<file path="config.mk">
export PLATFORM = sky130hd
export DESIGN_NAME = postscale_loaddiv
export DESIGN_NICKNAME = d
export VERILOG_FILES = /design/src/rtl/postscale_loaddiv_pkg.sv /design/src/rtl/postscale_timebase.sv /design/src/rtl/postscale_ldiv.sv /design/src/rtl/postscale_outreg.sv /design/src/rtl/postscale_loaddiv.sv
export SDC_FILE = /design/constraint.sdc
export NUM_CORES = 1
export LEC_CHECK = 0
export ABC_AREA = 0
export BUFFER_PORTS_ARGS = -buffer_cell sky130_fd_sc_hd__buf_2
export CORE_UTILIZATION = 25
export DETAILED_ROUTE_END_ITERATION = 10
export PLACE_DENSITY = 0.48
export SLEW_MARGIN = 20
export SYNTH_ARGS = -nofsm -noshare
export SYNTH_HDL_FRONTEND = slang
export SYNTH_HIERARCHICAL = 1
export SYNTH_SLANG_ARGS = --single-unit
export TNS_END_PERCENT = 5
</file>
<file path="constraint.sdc">
create_clock -name clk -period 2.8 [get_ports clk]
set_clock_uncertainty 0.05 [all_clocks]
set_input_delay 0.14 -clock clk [delete_from_list [all_inputs] [get_ports clk]]
set_output_delay 0.14 -clock clk [all_outputs]
set_load 0.03 [all_outputs]
</file>
<file path="src/rtl/postscale_loaddiv_pkg.sv">
package postscale_loaddiv_pkg;

  localparam int SEL_W = 2;
  localparam logic [SEL_W-1:0] SEL_TEST = 2'b11;

  // ratio code to divider length (codes beyond the six defined ones fall back to 4)
  function automatic logic [3:0] ratio_of(input logic [2:0] code);
    logic [3:0] r;
    case (code)
      3'd0:    r = 4'd3;
      3'd1:    r = 4'd4;
      3'd2:    r = 4'd5;
      3'd3:    r = 4'd6;
      3'd4:    r = 4'd8;
      3'd5:    r = 4'd10;
      default: r = 4'd4;
    endcase
    return r;
  endfunction

endpackage

</file>
<file path="src/rtl/postscale_timebase.sv">
module postscale_timebase
  import postscale_loaddiv_pkg::*;
#(
  parameter int PH_W = 3
) (
  input  logic             clk,
  input  logic             rst,
  input  logic [SEL_W-1:0] sel_i,
  output logic [PH_W-1:0]  ph_o,
  output logic [SEL_W-1:0] sel_q_o,
  output logic             lvl_o,
  output logic             tick_o
);

  localparam logic [PH_W-1:0] PH_LAST = {PH_W{1'b1}};

  logic [PH_W-1:0]  ph_q;
  logic [SEL_W-1:0] sel_q;
  logic             pl_q;
  logic [PH_W:0]    stage_v;
  logic             lvl;

  // one bit of the timebase per post-scaler rate, plus a filler slot for test code
  genvar g;
  generate
    for (g = 0; g < PH_W; g++) begin : g_stage
      assign stage_v[g] = ph_q[g];
    end
  endgenerate
  assign stage_v[PH_W] = 1'b0;

  always_comb begin
    if (sel_q == SEL_TEST) lvl = pl_q;
    else                   lvl = stage_v[sel_q];
  end

  always_ff @(posedge clk) begin
    if (rst) begin
      ph_q  <= '0;
      sel_q <= '0;
      pl_q  <= 1'b0;
    end else begin
      ph_q <= ph_q + 1'b1;
      if (ph_q == PH_LAST) sel_q <= sel_i;
      pl_q <= lvl;
    end
  end

  assign ph_o    = ph_q;
  assign sel_q_o = sel_q;
  assign lvl_o   = lvl;
  assign tick_o  = (lvl != pl_q);

endmodule

</file>
<file path="src/rtl/postscale_ldiv.sv">
module postscale_ldiv
  import postscale_loaddiv_pkg::*;
#(
  parameter int          CNT_W  = 4,
  parameter int          CODE_W = 3,
  parameter logic [2:0]  RST_CODE = 3'd1
) (
  input  logic              clk,
  input  logic              rst,
  input  logic              tick_i,
  input  logic [CODE_W-1:0] mod_i,
  output logic              ld_next_o,
  output logic              ld_q_o,
  output logic [CNT_W-1:0]  cnt_o,
  output logic [CNT_W-1:0]  ratio_o,
  output logic [CODE_W-1:0] code_o
);

  logic [CNT_W-1:0]  cnt_q;
  logic [CODE_W-1:0] code_q;
  logic              ld_q;
  logic [CNT_W-1:0]  ratio;
  logic              wrap;

  assign ratio = CNT_W'(ratio_of(3'(code_q)));
  assign wrap  = tick_i && (cnt_q == ratio - 1'b1);

  always_ff @(posedge clk) begin
    if (rst) begin
      cnt_q  <= '0;
      ld_q   <= 1'b0;
      code_q <= CODE_W'(RST_CODE);
    end else if (tick_i) begin
      if (wrap) begin
        cnt_q <= '0;
        ld_q  <= ~ld_q;
        if (!ld_q) code_q <= mod_i;
      end else begin
        cnt_q <= cnt_q + 1'b1;
      end
    end
  end

  assign ld_next_o = wrap ? ~ld_q : ld_q;
  assign ld_q_o    = ld_q;
  assign cnt_o     = cnt_q;
  assign ratio_o   = ratio;
  assign code_o    = code_q;

endmodule

</file>
<file path="src/rtl/postscale_outreg.sv">
module postscale_outreg
  import postscale_loaddiv_pkg::*;
(
  input  logic             clk,
  input  logic             rst,
  input  logic [SEL_W-1:0] sel_q_i,
  input  logic             lvl_i,
  input  logic             ld_next_i,
  input  logic             aux_i,
  input  logic             sup_i,
  input  logic             tst_load_i,
  output logic             pix_o,
  output logic             load_o
);

  logic test_on;
  assign test_on = (sel_q_i == SEL_TEST);

  always_ff @(posedge clk) begin
    if (rst) begin
      pix_o  <= 1'b0;
      load_o <= 1'b0;
    end else begin
      pix_o  <= test_on ? aux_i : lvl_i;
      load_o <= test_on ? tst_load_i : (sup_i ? 1'b0 : ld_next_i);
    end
  end

endmodule

</file>
<file path="src/rtl/postscale_loaddiv.sv">
module postscale_loaddiv
  import postscale_loaddiv_pkg::*;
#(
  parameter int         PH_W     = 3,
  parameter int         CNT_W    = 4,
  parameter int         CODE_W   = 3,
  parameter logic [2:0] RST_CODE = 3'd1
) (
  input  logic              clk,
  input  logic              rst,
  input  logic [SEL_W-1:0]  sel_i,
  input  logic [CODE_W-1:0] mod_i,
  input  logic              aux_i,
  input  logic              sup_i,
  input  logic              tst_load_i,
  output logic              pix_o,
  output logic              load_o
);

  logic [PH_W-1:0]   ph_w;
  logic [SEL_W-1:0]  sel_q_w;
  logic              lvl_w;
  logic              tick_w;
  logic              ld_next_w;
  logic              ld_q_w;
  logic [CNT_W-1:0]  cnt_w;
  logic [CNT_W-1:0]  ratio_w;
  logic [CODE_W-1:0] code_w;

  postscale_timebase #(.PH_W(PH_W)) u_tb (
    .clk(clk), .rst(rst), .sel_i(sel_i),
    .ph_o(ph_w), .sel_q_o(sel_q_w), .lvl_o(lvl_w), .tick_o(tick_w)
  );

  postscale_ldiv #(.CNT_W(CNT_W), .CODE_W(CODE_W), .RST_CODE(RST_CODE)) u_div (
    .clk(clk), .rst(rst), .tick_i(tick_w), .mod_i(mod_i),
    .ld_next_o(ld_next_w), .ld_q_o(ld_q_w), .cnt_o(cnt_w),
    .ratio_o(ratio_w), .code_o(code_w)
  );

  postscale_outreg u_out (
    .clk(clk), .rst(rst), .sel_q_i(sel_q_w), .lvl_i(lvl_w),
    .ld_next_i(ld_next_w), .aux_i(aux_i), .sup_i(sup_i),
    .tst_load_i(tst_load_i), .pix_o(pix_o), .load_o(load_o)
  );

endmodule

</file>
# --- After elaboration in Yosys (flattened, before gate mapping) ---
# Index checks and enable logic that the tools add are counted.
totals:
  out_inout_bits: 2
  mem_bits_ro: 0
  latchBits: 0
  mem_bits_rw: 0
  mem_count: 0
  register_bits: 16
  input_bits: 10
  elab_cells: 33
op_classes:
  multipliers: 0
  n_mux: 9
  eq_ne: 8
  div: 0
  magnitude_cmp: 1
  n_shift: 0
  n_reduce_logical: 3
  bitwise_logic: 1
  addsub: 3
ops:
  columns: ["operator", "count"]
  rows:
  - ["4-bit case mux with 5 select lines", 1]
  - ["3-bit equality test (second input constant)", 3]
  - ["3-bit by 2-bit equality test with 1-bit output (second input constant)", 2]
  - ["1-bit two-way mux", 6]
  - ["4-bit by 1-bit adder with 4-bit output (second input constant)", 1]
  - ["4-bit equality test", 1]
  - ["4-bit two-way mux", 1]
  - ["4-bit by 1-bit subtractor with 4-bit output (second input constant)", 1]
  - ["3-bit by 1-bit adder with 3-bit output (second input constant)", 1]
  - ["3-bit zero test", 1]
  - ["2-bit by 3-bit less-than comparator with 1-bit output (second input constant)", 1]
  - ["3-bit AND reduction", 1]
  - ["1-bit binary-select mux with 2-bit select", 1]
  - ["2-bit equality test (second input constant)", 1]
  - ["1-bit logical AND", 1]
  - ["1-bit != test", 1]
  - ["1-bit inverter", 1]

# --- Logic depth before layout (Yosys ltp) ---
logic_depth:
  depth_word: 8
  depth_mapped: 12
  mapped_depth_nobuf: 11

# --- Cells and area by module ---
# The synthesis kept the hierarchy.
by_module_without_submodules:
  columns: ["mod", "seq_area_each_um2", "cells_per_inst", "instances", "area_per_inst_um2"]
  rows:
  - ["postscale_ldiv", 160.2, 57, 1, 518.0]
  - ["postscale_timebase", 120.1, 22, 1, 265.3]
  - ["postscale_outreg", 40.0, 9, 1, 75.1]

# --- Worst setup path after synthesis ---
# OpenSTA, ideal clock, no wires.
synth_path:
  path_type: "reg-to-reg"
  startpoint: "register u_div.code_q[0] (netlist: u_div/code_o[0])"
  endpoint: "register u_div.code_q[0] (netlist: u_div/code_o[0])"
  path_stages_with_launch: 11
  t_required_ns: 2.635
  setup_time_ns: 0.115
  synth_period_minus_slack_ns: 2.422
  slack_ns: 0.378
  arrival_time_ns: 2.257
  n_path_buf: 0
  path_cell_list: "dfxtp_1 nor2b_4 nand2_1 o21a_1 ha_1 xor2_1 or3_4 a211oi_2 ha_1 mux2i_1 nand2_1"
synth_via:
  elab_chain_cells: 6
  word_cells_on_any_way: 10
  cone_classes: "add/sub (1); eq/ne (5); mux (1); reduce/logical (3)"
synth_lines:
  columns: ["item", "line_no", "text"]
  rows:
  - ["start: declaration", "postscale_ldiv.sv:20", "logic [CODE_W-1:0] code_q;"]
  - ["start signal: assignment", "postscale_ldiv.sv:32", "code_q <= CODE_W'(RST_CODE);"]
  - ["start signal: assignment", "postscale_ldiv.sv:37", "if (!ld_q) code_q <= mod_i;"]
  - ["3-bit equality test (tied with other cells)", "postscale_loaddiv_pkg.sv:9", "case (code)"]
  - ["4-bit case mux with 5 select lines (*)", "postscale_loaddiv_pkg.sv:9", null]
  - ["4-bit by 1-bit subtractor with 4-bit output (*)", "postscale_ldiv.sv:26", "assign wrap = tick_i && (cnt_q == ratio - 1'b1);"]
  - ["4-bit equality test (*)", "postscale_ldiv.sv:26", null]
  - ["1-bit logical AND (*)", "postscale_ldiv.sv:26", null]
  - ["3-bit AND reduction (no line) (*)", null, null]
# Every way passes the cells marked *; elsewhere a longest branch is shown, timed or not.
# A chain may end at the register's enable or synchronous reset.

# --- Worst setup path in the final report ---
# Ends and elaborated chain as after synthesis.

==> flow_metrics.env <==
export IMPL_drt_first_pass_iters=4
export IMPL_r2r_end="u_div/code_o[0]"
export IMPL_cp_top_family="simple AND/OR/NAND/NOR gates"
export IMPL_slowest_stage="dfxtp_1"
export IMPL_clkTransAtPathRegs_ns=0.10
export IMPL_grt_pass1_wl_mm=2.77
export IMPL_syn_to_final_growth_pct=17.0
export IMPL_ios=12
export IMPL_critPathCapture="u_div/code_o[0]"
export IMPL_vias=609
export IMPL_cts_setup_buffers=0
export IMPL_p_leak_uw=0.000397
export IMPL_fin_tns_setup_ns=0
export IMPL_reg2reg_slack_ns=0.24
export IMPL_startpoint="u_div/code_o[0]"
export IMPL_post_route_cells_drive_above_1_share_pct=24.5
export IMPL_cts_resized=0
export IMPL_crit_buf_inv=0
export IMPL_cts_buffers=3
export IMPL_cp_depth=10
export IMPL_whs_path_depth=3
export IMPL_row_count=20
export IMPL_placed_cells=138
export IMPL_overflow=0
export IMPL_cpPeakStageDelay_ns=0.45
export IMPL_fin_util_pct=31.4
export IMPL_rr_worst_depth=10
export IMPL_core_region_area_mm2=0.00313
export IMPL_cp_cell_sequence="nor2b_4 -> nand2_1 -> o21a_1 -> ha_1 -> xor2_1 -> or3_4 -> a211oi_2 -> ha_1 -> mux2i_1 -> nand2_1"
export IMPL_drtAntennaViolNets=0
export IMPL_track_usage_pct=10.4
export IMPL_fmax_mhz=391
export IMPL_clk_latency_ns=0.29
export IMPL_layout_nets=114
export IMPL_h_tree_depth=1
export IMPL_wl_mm=1.48
export IMPL_die_width_um=59.9
export IMPL_syn_inst=84
export IMPL_syn_avg_cell_area_um2=9.98
export IMPL_critPathKind="register to register"
export IMPL_dp_slack_ns=0.249
export IMPL_tightest_slew_ns=0.359
export IMPL_initial_core_util_pct=26.8
export IMPL_worst_setup_path_start_kind="register"
export IMPL_drv_cap=0
export IMPL_fp_dieH_um=59.9
export IMPL_synth_area_um2=838
export IMPL_cts_tree="built"
export IMPL_die_area_mm2=0.00359
export IMPL_wl_per_cell_um=10.4
export IMPL_setup_viol=0
export IMPL_power_density_mw_per_mm2=483
export IMPL_vias_per_cell=4.29
export IMPL_power_uw=474
export IMPL_grt_pass1_vias=651
export IMPL_endpoint_kind="register"
export IMPL_required_ns=2.95
export IMPL_insertedDiodeCount=0
export IMPL_yosysWarnings=6
export IMPL_hp_class="input pin to register"
export IMPL_maxSlewViolCount=0
export IMPL_fin_ws_ns=0.241
export IMPL_status="finished clean"
export IMPL_relSlewSlack_pct=75.8
export IMPL_clock_path_buffers=2
export IMPL_postCtsHoldBufs=0
export IMPL_drtIter0Drc=24
export IMPL_peakVddDrop_uv=309
export IMPL_crit_fanout=7
export IMPL_drc=0
export IMPL_finalCritPeriodShare_pct=91.4
export IMPL_antenna_found_initial=0
export IMPL_root_buffer="clkbuf_4"
export IMPL_syn_nets=99
export IMPL_final_cells=142
export IMPL_place_congestion=0.746
export IMPL_grt_max_degree=17
export IMPL_fin_crit_ns=2.56
export IMPL_crit_arrival_ns=2.70
export IMPL_cts_sinks=16
export IMPL_rsz0062_at_grt="false"
export IMPL_reg2reg_from="u_div/code_o[0]"
export IMPL_hpwl_mm=1.15
export IMPL_port_buffers=11
export IMPL_hold_viol_final=0
-- report_power, final --
group	leakage, uW	switching (uW)	internal (uW)
clock network	0.0000210	75.6	79.2
logic	0.000245	32.4	32.9
registers	0.000131	13.5	240
total	0.000397	121	352
-- flip-flops by register name (all words and copies together), names as in the netlist --
name          count
u_div/ld_q_o      1
u_tb/sel_q_o      2
u_tb/pl_q         1
u_div/code_o      3
u_out/pix_o       1
u_div/cnt_o       4
u_out/load_o      1
u_tb/ph_o         3
-- metal layers --
layer | GRT usage, % | wire (um) | share of wire, %
met3 | 4.98 | 91 | 6.2
met5 | 0 | 0 | 0
met2 | 17.0 | 666 | 45
met1 | 13.2 | 716 | 49
met4 | 0 | 0 | 0
-- layout by cell type (no fill, tap or decap), types with 2 or more instances in the layout --
master     n
xnor2_1    3
ha_1       5
nor2b_4    2
buf_4      2
dfxtp_1   16
nand3_1    3
nor2b_1    2
mux2i_1    6
buf_2     11
o21a_1     2
nand3b_1   2
nand2_1    5
clkbuf_4   3
inv_1      5
xor2_1     6
nor2_1     6
nor3_1     4
a21oi_1    2
-- per-stage QoR --
step                hold slack, ns  cell area, um2
finish                      0.0247             981
global placement             0.323             945
detailed placement           0.326             945
CTS                         0.0159             981
floorplan                    0.154             838
global route                0.0167             981
-- final cells by class --
class                      instances  area, um2
fill                             334       2150
multi-input combinational         60        480
sequential                        16        320
timing repair buffer              13       70.1
tap                               44       55.1
clock buffer                       4       36.3
inverter                           5       18.8
-- tightest hold or removal path, cell delays in order --
cell and delay (ns):
buf_2 0.07, mux2i_1 0.07, nand2_1 0.06
-- worst min-delay path by stage --
stage,from,endpoint,slack [ns]
floorplan,rst,u_tb/pl_q,0.15
finish,mod_i[0],u_div/code_o[0],0.02
global route,mod_i[0],u_div/code_o[0],0.02
detailed placement,mod_i[0],u_div/code_o[0],0.33
global placement,mod_i[0],u_div/code_o[0],0.32
CTS,mod_i[0],u_div/code_o[0],0.02
Power figures use the tool's default switching activity.
